===== src/rtl/mdio_pkg.sv =====
package mdio_pkg;

  // Frame layout, in MDC bit positions counted from the first preamble bit
  localparam int unsigned FRAME_BITS    = 64;
  localparam int unsigned PREAMBLE_BITS = 32;
  localparam int unsigned TA_FIRST      = 46;
  localparam int unsigned DATA_FIRST    = 48;
  localparam int unsigned DATA_W        = 16;
  localparam int unsigned FIELD_W       = 5;

  // Register byte offsets seen by software
  localparam logic [7:0] OFS_CFG   = 8'h40;
  localparam logic [7:0] OFS_ADDR  = 8'h44;
  localparam logic [7:0] OFS_WDATA = 8'h48;
  localparam logic [7:0] OFS_RDATA = 8'h4C;
  localparam logic [7:0] OFS_CMD   = 8'h50;

  localparam int unsigned START_BIT = 8;
  localparam int unsigned BUSY_BIT  = 16;

  typedef enum logic [1:0] {
    ACC_READ  = 2'd0,
    ACC_WRITE = 2'd1
  } acc_code_e;

  typedef struct packed {
    logic               is_write;
    logic [FIELD_W-1:0] phy;
    logic [FIELD_W-1:0] regnum;
    logic [DATA_W-1:0]  data;
  } mdio_req_t;

endpackage


===== src/rtl/mdio_regbank.sv =====
module mdio_regbank
  import mdio_pkg::*;
#(
  parameter int unsigned ADDR_W = 8
) (
  input  logic              clk,
  input  logic              rst_n,
  input  logic [ADDR_W-1:0] reg_addr,
  input  logic              reg_we,
  input  logic [31:0]       reg_wdata,
  output logic [31:0]       reg_rdata,
  input  logic              busy,
  input  logic              rd_done,
  input  logic [DATA_W-1:0] rd_value,
  output logic              launch,
  output mdio_req_t         req
);

  logic [31:0]        cfg_q, cfg_d;
  logic [FIELD_W-1:0] phy_q, phy_d;
  logic [FIELD_W-1:0] regn_q, regn_d;
  logic [DATA_W-1:0]  wdata_q, wdata_d;
  logic [DATA_W-1:0]  rdata_q, rdata_d;
  logic [1:0]         code_q, code_d;

  logic sel_cfg, sel_addr, sel_wdata, sel_rdata, sel_cmd;

  assign sel_cfg   = (reg_addr == ADDR_W'(OFS_CFG));
  assign sel_addr  = (reg_addr == ADDR_W'(OFS_ADDR));
  assign sel_wdata = (reg_addr == ADDR_W'(OFS_WDATA));
  assign sel_rdata = (reg_addr == ADDR_W'(OFS_RDATA));
  assign sel_cmd   = (reg_addr == ADDR_W'(OFS_CMD));

  // A start is accepted only when idle and the access code is read or write
  assign launch = reg_we && sel_cmd && reg_wdata[START_BIT] && !busy && !reg_wdata[1];

  assign req.is_write = reg_wdata[0];
  assign req.phy      = phy_q;
  assign req.regnum   = regn_q;
  assign req.data     = wdata_q;

  always_comb begin
    cfg_d   = cfg_q;
    phy_d   = phy_q;
    regn_d  = regn_q;
    wdata_d = wdata_q;
    rdata_d = rdata_q;
    code_d  = code_q;
    if (reg_we && sel_cfg)   cfg_d = reg_wdata;
    if (reg_we && sel_addr) begin
      phy_d  = reg_wdata[12:8];
      regn_d = reg_wdata[4:0];
    end
    if (reg_we && sel_wdata) wdata_d = reg_wdata[DATA_W-1:0];
    if (launch)              code_d  = reg_wdata[1:0];
    if (rd_done)             rdata_d = rd_value;
  end

  always_ff @(posedge clk or negedge rst_n) begin
    if (!rst_n) begin
      cfg_q   <= '0;
      phy_q   <= '0;
      regn_q  <= '0;
      wdata_q <= '0;
      rdata_q <= '0;
      code_q  <= '0;
    end else begin
      cfg_q   <= cfg_d;
      phy_q   <= phy_d;
      regn_q  <= regn_d;
      wdata_q <= wdata_d;
      rdata_q <= rdata_d;
      code_q  <= code_d;
    end
  end

  always_comb begin
    reg_rdata = '0;
    if (sel_cfg)        reg_rdata = cfg_q;
    else if (sel_addr)  reg_rdata = {19'b0, phy_q, 3'b0, regn_q};
    else if (sel_wdata) reg_rdata = {16'b0, wdata_q};
    else if (sel_rdata) reg_rdata = {16'b0, rdata_q};
    else if (sel_cmd)   reg_rdata = {15'b0, busy, 7'b0, 1'b0, 6'b0, code_q};
  end

  // captured read data moves only when a read frame finishes
  assert_rdata_hold_R10: assert property (@(posedge clk) disable iff (!rst_n)
    !rd_done |=> $stable(rdata_q));

  // refused command writes never start a frame
  assert_no_bad_start_R11: assert property (@(posedge clk) disable iff (!rst_n)
    (reg_we && sel_cmd && (!reg_wdata[START_BIT] || reg_wdata[1]) && !busy) |=> !busy);

  // a command written during a frame leaves the accepted code alone
  assert_cmd_ignored_busy_R7: assert property (@(posedge clk) disable iff (!rst_n)
    (reg_we && sel_cmd && busy) |=> $stable(code_q));

endmodule


===== src/rtl/mdio_mdc_div.sv =====
module mdio_mdc_div #(
  parameter int unsigned HALF_DIV = 25
) (
  input  logic clk,
  input  logic rst_n,
  input  logic run,
  output logic tick
);

  localparam int unsigned CNT_W = (HALF_DIV > 1) ? $clog2(HALF_DIV) : 1;
  localparam logic [CNT_W-1:0] LAST = CNT_W'(HALF_DIV - 1);

  logic [CNT_W-1:0] cnt_q, cnt_d;

  assign tick = run && (cnt_q == LAST);

  always_comb begin
    cnt_d = cnt_q;
    if (!run)      cnt_d = '0;
    else if (tick) cnt_d = '0;
    else           cnt_d = cnt_q + 1'b1;
  end

  always_ff @(posedge clk or negedge rst_n) begin
    if (!rst_n) cnt_q <= '0;
    else        cnt_q <= cnt_d;
  end

endmodule


===== src/rtl/mdio_frame_engine.sv =====
module mdio_frame_engine
  import mdio_pkg::*;
(
  input  logic              clk,
  input  logic              rst_n,
  input  logic              launch,
  input  mdio_req_t         req,
  input  logic              tick,
  input  logic              mdio_i,
  output logic              running,
  output logic              mdc,
  output logic              mdio_o,
  output logic              mdio_oe,
  output logic              rd_done,
  output logic [DATA_W-1:0] rd_value
);

  localparam int unsigned BIT_W = $clog2(FRAME_BITS);
  localparam logic [BIT_W-1:0] LAST_BIT = BIT_W'(FRAME_BITS - 1);
  localparam logic [BIT_W-1:0] TA_POS   = BIT_W'(TA_FIRST);
  localparam logic [BIT_W-1:0] DATA_POS = BIT_W'(DATA_FIRST);

  logic                  running_q, running_d;
  logic                  mdc_q, mdc_d;
  logic [BIT_W-1:0]      bit_q, bit_d;
  logic [FRAME_BITS-1:0] tx_q, tx_d;
  logic                  wr_q, wr_d;
  logic [DATA_W-1:0]     rx_q, rx_d;

  logic rise_en, fall_en, last_fall;

  assign rise_en   = running_q && tick && !mdc_q;
  assign fall_en   = running_q && tick && mdc_q;
  assign last_fall = fall_en && (bit_q == LAST_BIT);

  always_comb begin
    running_d = running_q;
    mdc_d     = mdc_q;
    bit_d     = bit_q;
    tx_d      = tx_q;
    wr_d      = wr_q;
    rx_d      = rx_q;
    if (launch && !running_q) begin
      running_d = 1'b1;
      mdc_d     = 1'b0;
      bit_d     = '0;
      wr_d      = req.is_write;
      tx_d      = {{PREAMBLE_BITS{1'b1}}, 2'b01,
                   req.is_write ? 2'b01 : 2'b10,
                   req.phy, req.regnum,
                   req.is_write ? 2'b10 : 2'b11,
                   req.is_write ? req.data : {DATA_W{1'b1}}};
    end else if (rise_en) begin
      mdc_d = 1'b1;
      if (!wr_q && (bit_q >= DATA_POS)) rx_d = {rx_q[DATA_W-2:0], mdio_i};
    end else if (fall_en) begin
      mdc_d = 1'b0;
      if (last_fall) begin
        running_d = 1'b0;
      end else begin
        bit_d = bit_q + 1'b1;
        tx_d  = {tx_q[FRAME_BITS-2:0], 1'b0};
      end
    end
  end

  always_ff @(posedge clk or negedge rst_n) begin
    if (!rst_n) begin
      running_q <= 1'b0;
      mdc_q     <= 1'b0;
      bit_q     <= '0;
      tx_q      <= '0;
      wr_q      <= 1'b0;
      rx_q      <= '0;
    end else begin
      running_q <= running_d;
      mdc_q     <= mdc_d;
      bit_q     <= bit_d;
      tx_q      <= tx_d;
      wr_q      <= wr_d;
      rx_q      <= rx_d;
    end
  end

  assign running  = running_q;
  assign mdc      = mdc_q;
  assign mdio_o   = tx_q[FRAME_BITS-1];
  assign mdio_oe  = running_q && (wr_q || (bit_q < TA_POS));
  assign rd_done  = last_fall && !wr_q;
  assign rd_value = rx_q;

  // no clock and no drive between frames
  assert_idle_quiet_R8: assert property (@(posedge clk) disable iff (!rst_n)
    !running_q |-> (!mdc && !mdio_oe));

  // the line stays released for turnaround and data of a read
  assert_read_release_R6: assert property (@(posedge clk) disable iff (!rst_n)
    (running_q && !wr_q && (bit_q >= TA_POS)) |-> !mdio_oe);

  // a frame ends only on the falling edge of its final bit
  assert_frame_end_R4: assert property (@(posedge clk) disable iff (!rst_n)
    $fell(running_q) |-> ($past(bit_q) == LAST_BIT && $past(mdc_q)));

endmodule


===== src/rtl/mdio_mgmt_master.sv =====
module mdio_mgmt_master
  import mdio_pkg::*;
#(
  parameter int unsigned ADDR_W   = 8,
  parameter int unsigned HALF_DIV = 25
) (
  input  logic              clk,
  input  logic              rst_n,
  input  logic [ADDR_W-1:0] reg_addr,
  input  logic              reg_we,
  input  logic [31:0]       reg_wdata,
  output logic [31:0]       reg_rdata,
  output logic              mdc,
  output logic              mdio_o,
  output logic              mdio_oe,
  input  logic              mdio_i
);

  logic rst_meta_q, rst_sync_q;
  logic busy, launch, tick, rd_done;
  logic [DATA_W-1:0] rd_value;
  mdio_req_t req;

  // Reset asserts at once and releases on a clock edge
  always_ff @(posedge clk or negedge rst_n) begin
    if (!rst_n) begin
      rst_meta_q <= 1'b0;
      rst_sync_q <= 1'b0;
    end else begin
      rst_meta_q <= 1'b1;
      rst_sync_q <= rst_meta_q;
    end
  end

  mdio_regbank #(.ADDR_W(ADDR_W)) u_regs (
    .clk       (clk),
    .rst_n     (rst_sync_q),
    .reg_addr  (reg_addr),
    .reg_we    (reg_we),
    .reg_wdata (reg_wdata),
    .reg_rdata (reg_rdata),
    .busy      (busy),
    .rd_done   (rd_done),
    .rd_value  (rd_value),
    .launch    (launch),
    .req       (req)
  );

  mdio_mdc_div #(.HALF_DIV(HALF_DIV)) u_div (
    .clk   (clk),
    .rst_n (rst_sync_q),
    .run   (busy),
    .tick  (tick)
  );

  mdio_frame_engine u_engine (
    .clk      (clk),
    .rst_n    (rst_sync_q),
    .launch   (launch),
    .req      (req),
    .tick     (tick),
    .mdio_i   (mdio_i),
    .running  (busy),
    .mdc      (mdc),
    .mdio_o   (mdio_o),
    .mdio_oe  (mdio_oe),
    .rd_done  (rd_done),
    .rd_value (rd_value)
  );

endmodule


===== config.mk =====
export PLATFORM = sky130hd
export DESIGN_NAME = mdio_mgmt_master
export DESIGN_NICKNAME = d
export VERILOG_FILES = /design/src/rtl/mdio_pkg.sv /design/src/rtl/mdio_regbank.sv /design/src/rtl/mdio_mdc_div.sv /design/src/rtl/mdio_frame_engine.sv /design/src/rtl/mdio_mgmt_master.sv
export SDC_FILE = /design/constraint.sdc
export NUM_CORES = 1
export LEC_CHECK = 0
export ABC_AREA = 1
export CORE_ASPECT_RATIO = 1.75
export CORE_UTILIZATION = 52
export DETAILED_ROUTE_END_ITERATION = 8
export PLACE_DENSITY = 0.78
export SKIP_LAST_GASP = 1
export SLEW_MARGIN = 0
export SYNTH_ARGS = -nofsm -noshare
export SYNTH_HDL_FRONTEND = slang
export SYNTH_SLANG_ARGS = --single-unit

===== constraint.sdc =====
create_clock -name clk -period 7.3 [get_ports clk]
set_input_delay 1.46 -clock clk [delete_from_list [all_inputs] [get_ports clk]]
set_output_delay 1.46 -clock clk [all_outputs]
set_load 0.03 [all_outputs]

==> summary.md <==
| Metric | Value |
|---|---|
| Place WS | `between 1 and 1.5 ns` |
| Clock sinks | `between 150 and 200` |
| Relative slew slack | `about a quarter` |
| Pre-antenna DRT Iters | `7` |
| Endpoints failing setup | `0` |
| CP required | `slightly below 6 ns` |
| Most frequent cells in the layout | `363 x nand2_1, 171 x dfrtp_1, 97 x nand3_1` |
| Crit Path Max Fanout | `27` |
| Vias in the first global route | `between 6k and 7k` |
| Max_cap viols | `0` |
| Worst r2r src | `u_div.cnt_q[0]` |
| Mapped cell area | `roughly 8000 um2` |
| CP max stage delay | `about 0.70 ns` |
| Mapped Cells | `just under 1k` |
| GRT overflow | `0` |
| Worst-path clk slew | `0.07 ns` |
| Yosys cell types | `29` |
| Nets | `approximately 1.1k` |
| Pwr dens | `~210 nW/um2` |
| First-pass GRT wire length | `30.8 mm` |
| Fin util | `61.8%` |
| Setup ws final | `around 1.4 ns` |
| Worst path slowest cell | `clkdlybuf4s50_1` |
| Crit Path Class | `primary input to output port` |
| Postcts setup bufs | `0` |
| Most common cell after layout, fill and taps aside | `nand2_1` |
| Initial Util | `between 50% and 60%` |
| CP Launch Point | `reg_addr[6]` |
| Worst Clk Skew | `between 0.01 and 0.015 ns` |
| Final Cycle Share | `a little over 80%` |
| Std cell rows | `59` |
| Cells along the critical path | `clkdlybuf4s50_1, nand2_2, nor2_4, nand2_2, nor2_4, buf_4, nand2_1, o211ai_1, clkdlybuf4s50_1` |
| Post-Route WL | `~19 mm` |
| DIE AREA | `15,600 um2` |
| Area grow syn2layout | `16.6%` |
| Sequential area share after synthesis | `between 50% and 60%` |
| Static leakage | `4.36 nW` |
| Synth warnings | `0` |
| Synth Net Count | `1,017` |
| Tot Pwr | `1.94 mW` |
| Vias/cell | `~5.4` |
| CORE AREA | `roughly 15,000 um2` |
| Hold Crit Start | `rst_meta_q` |
| Tmin final | `5.94 ns` |
| Root buffer cell | `clkbuf_16` |
| Gr usage total | `about a quarter` |
| Clk_lat worst skew | `approximately 0.43 ns` |
| Syn_area_per_cell | `between 8 and 9 um2` |
| DP Wirelength | `between 10 and 15 mm` |
| Fin. max-slew vios | `0` |
| CTS tree | `yes` |
| HP Class | `flip-flop to flip-flop` |
| RSZ-0062 raised after global routing | `no` |
| Largest net degree at the start of global routing | `87` |
| Die height | `about 160 um` |
| Ports | `between 70 and 80` |
| Design Area, Final | `about 9200 um2` |
| DR vias | `6,593` |
| Initial antenna violation count | `0` |
| Port Buffers | `78` |
| Clk buf depth | `2` |
| Die Wd | `between 90 and 100 um` |
| CTS Hold Bufs | `0` |
| Max VDD drop | `0.000199 V` |
| Final hold vios | `0` |
| Share of post-route cells with drive strength above 1 | `5.92%` |
| FF+latch count, synth | `around 170` |
| Routed Antenna Nets | `0` |
| Post_cts resized | `0` |
| Total CTS buffers | `17` |
| Antenna cells | `0` |
| Worst-margin pin slew | `roughly 1.1 ns` |
| Residual DRC | `0` |
| First DRT Iteration DRCs | `between 400 and 500` |
| Fill count | `approximately 1.3k` |
| Outcome | `finished, final reports clean` |
| DR WL/cell | `between 15 and 20 um` |
| Htree depth | `4` |
| Setup crit start kind | `primary input` |
| Critical Path AT | `about 4.5 ns` |
| RePlAce Congestion | `around 0.85` |
| Area after DPL | `about 8600 um2` |
| Crit. End Element | `output port` |
| FMAX | `roughly 170 MHz` |
| Final setup TNS | `0 ns` |
## kinds of logic after synthesis
kind of cell / count (synthesis) / synth area share (%)
adder cells (fa/ha/maj): 3 / 0.477
buffers and inverters: 137 / 7.97
flip-flops: 172 / 54.7
AND/OR/NAND/NOR: 565 / 30.5
XOR/XNOR: 3 / 0.334
AO/OA/AOI/OAI: 89 / 5.93
other: 1 / 0.0477
## synthesized netlist by cell type
cell type / number / area, um2
nand2_1: 363 / 1360
dfrtp_1: 172 / 4300
nand3_1: 97 / 485
inv_1: 77 / 289
nor2_1: 60 / 225
o21ai_1: 50 / 250
buf_2: 30 / 150
nand4_1: 24 / 150
o21ai_0: 23 / 115
clkbuf_1: 9 / 33.8
a21oi_1: 8 / 40.0
buf_6: 7 / 78.8
nor2_4: 7 / 78.8
buf_4: 6 / 45.0
inv_2: 6 / 22.5
o211ai_1: 6 / 45.0
nand2_2: 5 / 31.3
ha_1: 3 / 37.5
nor2_2: 3 / 18.8
nor3_1: 3 / 15.0
buf_1: 2 / 7.51
xor2_1: 2 / 17.5
a22o_1: 1 / 8.76
conb_1: 1 / 3.75
nand2_4: 1 / 11.3
nand3_2: 1 / 10.0
nand4_2: 1 / 12.5
o31ai_1: 1 / 7.51
xnor2_1: 1 / 8.76
## worst max-delay path, delay by kind of cell
kind,cells,cell delay (ns)
AND/OR/NAND/NOR,5,1.40
AO/OA/AOI/OAI,1,0.08
buffers and inverters,3,1.51
## cell type report
cell class | instances | area, um2 | share of cell area (%)
tap | 183 | 229 | 2.50
clock buffer | 20 | 457 | 4.98
multi-input combinational | 661 | 2940 | 32.0
sequential | 172 | 4310 | 47.0
inverter | 83 | 312 | 3.40
clock inverter | 12 | 114 | 1.24
timing repair buffer | 83 | 818 | 8.92
## through the flow
stage               hold slack [ns]  instances
finish                        0.359       1214
CTS                           0.365       1214
global route                  0.377       1214
floorplan                     0.331        970
global placement              0.344       1182
detailed placement            0.337       1182
## power by group
group / switching [mW] / internal, mW / leakage (nW)
clock network: 0.387 / 0.491 / 0.269
logic: 0.0424 / 0.0318 / 2.08
registers: 0.0209 / 0.972 / 2.02
## layer usage
metal	global-route usage, %	part of all wire [%]
met1	31.1	39
met2	44.4	53
met3	4.74	3.9
met4	12.7	3.6
met5	0	0
## state kept, by name, indices dropped and copies added (netlist names), 2 cells and up
register / cells
u_regs.wdata_q: 16
u_engine.rd_value: 16
u_div.cnt_q: 5
u_regs.code_q: 2
u_engine.tx_q: 64
u_regs.regn_q: 5
u_regs.rdata_q: 16
u_regs.cfg_q: 32
u_engine.bit_q: 6
u_regs.phy_q: 5
## worst paths after layout
| path | to | slack (ns) | cells past startpoint |
|---|---|---|---|
| worst min register to register | rst_sync_q | 0.36 | 0 |
| max in group asynchronous | u_engine.tx_q[23] | 5.06 | 1 |
| min in group asynchronous | u_regs.cfg_q[6] | 0.53 | 0 |
| worst max register to register | u_engine.tx_q[62] | 4.41 | 9 |
| worst min-delay path | rst_sync_q | 0.36 | 0 |
| worst max-delay path | reg_rdata[15] | 1.36 | 9 |
No activity file was read; power rests on OpenSTA's default activity.
